File: src/rtl/wasm_pkg.sv
package wasm_pkg;

    localparam int SLOTS = 4;

    typedef enum logic [1:0] {
        SL_0 = 2'd0,
        SL_1 = 2'd1,
        SL_2 = 2'd2,
        SL_3 = 2'd3
    } slot_e;

    typedef enum logic [1:0] {
        LD_IDLE  = 2'd0,
        LD_FULL  = 2'd1,
        LD_FLUSH = 2'd2,
        LD_HOLD  = 2'd3
    } load_e;

endpackage

File: src/rtl/wasm_slot_fsm.sv
module wasm_slot_fsm
    import wasm_pkg::*;
(
    input  logic             clk,
    input  logic             rst,
    input  logic             fill,
    input  logic             sync,
    output logic [SLOTS-1:0] slot_en,
    output logic             load
);

    slot_e slot_q, slot_d;
    load_e ld_q, ld_d;

    // state register
    always_ff @(posedge clk) begin
        if (rst) begin
            slot_q <= SL_0;
            ld_q   <= LD_IDLE;
        end else begin
            slot_q <= slot_d;
            ld_q   <= ld_d;
        end
    end

    // transitions: sync outranks fill
    always_comb begin
        slot_d = slot_q;
        ld_d   = LD_IDLE;
        if (sync) begin
            slot_d = SL_0;
            ld_d   = (slot_q == SL_0) ? LD_HOLD : LD_FLUSH;
        end else if (fill) begin
            unique case (slot_q)
                SL_0: slot_d = SL_1;
                SL_1: slot_d = SL_2;
                SL_2: slot_d = SL_3;
                SL_3: begin
                    slot_d = SL_0;
                    ld_d   = LD_FULL;
                end
            endcase
        end
    end

    // outputs
    always_comb begin
        slot_en = '0;
        if (fill && !sync) begin
            slot_en[int'(slot_q)] = 1'b1;
        end
        unique case (ld_q)
            LD_FULL, LD_FLUSH: load = 1'b1;
            LD_IDLE, LD_HOLD:  load = 1'b0;
        endcase
    end

endmodule

File: src/rtl/wasm_hold_row.sv
module wasm_hold_row #(
    parameter  int W     = 8,
    parameter  int SLOTS = 4,
    localparam int ROW_W = W * SLOTS
) (
    input  logic             clk,
    input  logic             rst,
    input  logic             clr,
    input  logic [SLOTS-1:0] wr_en,
    input  logic [W-1:0]     wr_data,
    output logic [ROW_W-1:0] row
);

    for (genvar k = 0; k < SLOTS; k++) begin : g_slot
        logic [W-1:0] cell_q;

        always_ff @(posedge clk) begin
            if (rst) begin
                cell_q <= '0;
            end else if (wr_en[k]) begin
                cell_q <= wr_data;
            end else if (clr) begin
                cell_q <= '0;
            end
        end

        assign row[k*W +: W] = cell_q;
    end

endmodule

File: src/rtl/wasm_out_reg.sv
module wasm_out_reg #(
    parameter int W = 32
) (
    input  logic         clk,
    input  logic         rst,
    input  logic         load,
    input  logic [W-1:0] d,
    output logic [W-1:0] q
);

    always_ff @(posedge clk) begin
        if (rst) begin
            q <= '0;
        end else if (load) begin
            q <= d;
        end
    end

endmodule

File: src/rtl/word_asm.sv
module word_asm #(
    parameter  int BYTE_W = 8,
    parameter  bit CMD_EN = 1'b1,
    localparam int SLOTS  = wasm_pkg::SLOTS,
    localparam int CMD_W  = BYTE_W / 2,
    localparam int WORD_W = BYTE_W * SLOTS,
    localparam int CROW_W = CMD_W * SLOTS
) (
    input  logic              clk,
    input  logic              rst,
    input  logic              dat_stb,
    input  logic [BYTE_W-1:0] dat_byte,
    input  logic              cmd_stb,
    input  logic [CMD_W-1:0]  cmd_sym,
    output logic [WORD_W-1:0] word_out,
    output logic [CROW_W-1:0] cmd_out,
    output logic              word_vld
);

    logic             sync_det;
    logic             cmd_fill;
    logic             fill;
    logic             load;
    logic [SLOTS-1:0] slot_en;
    logic [WORD_W-1:0] data_row;

    assign sync_det = cmd_stb & cmd_sym[0];
    assign cmd_fill = CMD_EN & cmd_stb & ~cmd_sym[0];
    assign fill     = dat_stb | cmd_fill;

    wasm_slot_fsm u_fsm (
        .clk     (clk),
        .rst     (rst),
        .fill    (fill),
        .sync    (sync_det),
        .slot_en (slot_en),
        .load    (load)
    );

    wasm_hold_row #(.W(BYTE_W), .SLOTS(SLOTS)) u_drow (
        .clk     (clk),
        .rst     (rst),
        .clr     (load),
        .wr_en   (slot_en & {SLOTS{dat_stb}}),
        .wr_data (dat_byte),
        .row     (data_row)
    );

    wasm_out_reg #(.W(WORD_W)) u_dout (
        .clk  (clk),
        .rst  (rst),
        .load (load),
        .d    (data_row),
        .q    (word_out)
    );

    if (CMD_EN) begin : g_cmd
        logic [CROW_W-1:0] cmd_row;

        wasm_hold_row #(.W(CMD_W), .SLOTS(SLOTS)) u_crow (
            .clk     (clk),
            .rst     (rst),
            .clr     (load),
            .wr_en   (slot_en & {SLOTS{cmd_fill}}),
            .wr_data (cmd_sym),
            .row     (cmd_row)
        );

        wasm_out_reg #(.W(CROW_W)) u_cout (
            .clk  (clk),
            .rst  (rst),
            .load (load),
            .d    (cmd_row),
            .q    (cmd_out)
        );
    end else begin : g_nocmd
        assign cmd_out = '0;
    end

    always_ff @(posedge clk) begin
        if (rst) begin
            word_vld <= 1'b0;
        end else begin
            word_vld <= load;
        end
    end

endmodule

File: config.mk
export PLATFORM = sky130hd
export DESIGN_NAME = word_asm
export DESIGN_NICKNAME = d
export VERILOG_FILES = /design/src/rtl/wasm_pkg.sv /design/src/rtl/wasm_slot_fsm.sv /design/src/rtl/wasm_hold_row.sv /design/src/rtl/wasm_out_reg.sv /design/src/rtl/word_asm.sv
export SDC_FILE = /design/constraint.sdc
export NUM_CORES = 1
export LEC_CHECK = 0
export ABC_AREA = 1
export BUFFER_PORTS_ARGS = -buffer_cell sky130_fd_sc_hd__buf_2
export CORE_MARGIN = 5
export CORE_UTILIZATION = 30
export CTS_BUF_LIST = sky130_fd_sc_hd__clkbuf_4 sky130_fd_sc_hd__clkbuf_8 sky130_fd_sc_hd__clkbuf_16
export DETAILED_ROUTE_END_ITERATION = 10
export GPL_TIMING_DRIVEN = 0
export PLACE_DENSITY = 0.6
export SLEW_MARGIN = 25
export SYNTH_ARGS = -nofsm -noshare
export SYNTH_HDL_FRONTEND = slang
export SYNTH_SLANG_ARGS = --single-unit
File: constraint.sdc
create_clock -name clk -period 3.5 [get_ports clk]
set_clock_uncertainty 0.2 [all_clocks]
set_input_delay 0.875 -clock clk [delete_from_list [all_inputs] [get_ports clk]]
set_output_delay 0.875 -clock clk [all_outputs]
set_load 0.01 [all_outputs]
==> impl_metrics.tcl <==
set metrics [dict create \
    status "complete, no violations" \
    drv_cap 0 \
    vias 3467 \
    syn2layout_area_growth_pct 21.56 \
    dpl.cell_count 701 \
    final_hold_viol_count 0 \
    postCtsResizedCells 0 \
    mostFrequentLayoutCell "nor2_1" \
    grt_pass1_wl_um 16260 \
    drc 0 \
    cp_max_fo 2 \
    cts.reportedPaths.clkPinSlew_ns 0.06 \
    place_congestion 0.8628 \
    synthCells 466 \
    post-route-util_pct 37.03 \
    cp_top_family "flip-flops" \
    startpoint_type "flop" \
    period_share_pct 53.93 \
    fillers 1348 \
    final-max-slew-violation-count 0 \
    worstMarginPinSlew_ns 0.5392 \
    dp_hpwl_um 7438 \
    cts_setup_buffers 0 \
    ant_nets 0 \
    grt_pass1_vias 3344 \
    antenna_found_initial 1 \
    worstSkewPairLatency_ns 0.34 \
    grt_overflow 0 \
    clockBufferDepth 2 \
    synth-seq-cells 101 \
    htree_levels 3 \
    die-area_um2 15060 \
    max_stage_delay_ns 0.33 \
    wl_um 10170 \
    tritoncts "built" \
    routed_via_density 4.842 \
    worstSetupPathType "flop to primary output" \
    die_h_um 122.7 \
    ios 65 \
    leakage_nw 2.007 \
    cp_data_required_time_ns 2.42 \
    instances_no_fill 716 \
    rsz0062_at_grt "no" \
    powerDensity_nw_per_um2 542.0 \
    hp-class "flop to flop" \
    cts_num_sinks 101 \
    post_drt_wl_per_cell_um 14.20 \
    path_cells "buf_2" \
    grt_max_degree 16 \
    avgSynthCellArea_um2 8.181 \
    critPathCaptureType "primary output" \
    port_buffers 63 \
    worstPathArrival_ns 0.81 \
    start_util_pct 30.46 \
    cts_inserted_buffers 9 \
    finalSetupTns_ns 0 \
    cts_root_buf "clkbuf_16" \
    crit_slowest_cell "dfxtp_1" \
    dr.pass1.iters 5 \
    period_needed_ns 1.888 \
    mostFrequentLayoutCells "nor2_1 (102), dfxtp_1 (101), buf_2 (76)" \
    whs_ns 0.2587 \
    ir_worst_vdd_v 0.0002608 \
    drtIter0Drc 299 \
    clock.fmax_mhz 529.8 \
    die_w_um 122.7 \
    synth_cell_types 21 \
    fp-row-count 41 \
    nNetsFinal 560 \
    core_um2 12520 \
    slew_headroom_pct 64.05 \
    synth_nets 486 \
    cts_hold_buffers 0 \
    synth_area_um2 3812 \
    setup_violations 0 \
    path_buf_inv 1 \
    ys_seq_area_share_pct 53.04 \
    drive_gt1_share_pct 20.26 \
    grt_usage_pct 13.80 \
    yosys_warnings 0 \
]
registers in the layout (all words and copies together) (netlist names):
| name | cells |
|---|---|
| u_fsm.ld_q | 2 |
| u_drow.g_slot.cell_q | 32 |
| g_cmd.u_crow.g_slot.cell_q | 16 |
| word_vld | 1 |
| u_dout.q | 32 |
| g_cmd.u_cout.q | 16 |
| u_fsm.slot_q | 2 |
Yosys cell counts:
library cell	instances	area [um^2]
nor2_1	102	382.9
dfxtp_1	101	2022
nand3_1	63	315.3
a21oi_1	46	230.2
o21ai_0	30	150.1
nand4_1	24	150.1
nand2_1	21	78.83
o21ai_1	20	100.1
buf_2	13	65.06
inv_1	11	41.29
clkbuf_1	9	33.78
buf_6	8	90.09
buf_4	4	30.03
ha_1	4	50.05
inv_2	2	7.510
nand2_2	2	12.51
nand2_4	2	22.52
buf_1	1	3.750
clkbuf_2	1	5.000
clkinv_1	1	3.750
nand3_4	1	17.52
kinds of logic (layout without fill, tap and decap cells):
kind of cell	after synthesis	in the layout	synth area share, %
other	0	1	0
AND/OR/NAND/NOR	215	215	25.70
adder cells (fa/ha/maj)	4	4	1.313
flip-flops	101	101	53.04
AO/OA/AOI/OAI	96	96	12.60
buffers and inverters	50	127	7.351
through the flow:
step	setup slack [ns]	cell area, um^2	total power [mW]
floorplan	1.725	3812	1.445
global placement	1.455	4343	1.556
detailed placement	1.465	4343	1.563
CTS	1.592	4632	2.539
global route	1.559	4634	2.629
finish	1.612	4634	2.512
per-layer routing:
metal	GRT usage [%]	vias to the layer above	wire [um]
met4	6.158	0	224
li1	-	1733	-
met5	0	-	0
met1	17.63	1619	4789
met3	3.502	19	571
met2	21.97	96	4580
power by group:
group | total (mW) | internal [mW] | switching [mW] | leakage (nW)
registers | 1.24 | 1.21 | 0.0281 | 0.823
clock network | 0.977 | 0.564 | 0.413 | 0.136
logic | 0.299 | 0.105 | 0.194 | 1.05
final timing paths:
check	start	to	slack (ns)	depth (start not counted)
worst max-delay path	g_cmd.u_cout.q[0]	cmd_out[0]	1.61	1
worst min-delay path	g_cmd.u_crow.g_slot[1].cell_q[0]	g_cmd.u_crow.g_slot[1].cell_q[0]	0.26	2
worst max register to register	u_fsm.slot_q[1]	u_drow.g_slot[1].cell_q[1]	1.77	7
worst min register to register	g_cmd.u_crow.g_slot[1].cell_q[0]	g_cmd.u_crow.g_slot[1].cell_q[0]	0.26	2
cell type report:
cell class                      count  area (um^2)  area share (%)
Sequential cell                   101         2022           43.63
Multi-Input combinational cell    315         1510           32.59
Timing Repair Buffer               63        315.3           6.803
Clock buffer                       10        239.0           5.157
Buffer                             36        227.7           4.914
Tap cell                          172        215.2           4.644
Inverter                           14        52.55           1.134
Clock inverter                      4        50.05           1.080
Antenna cell                        1        2.502         0.05400
Power figures use the tool's default switching activity.
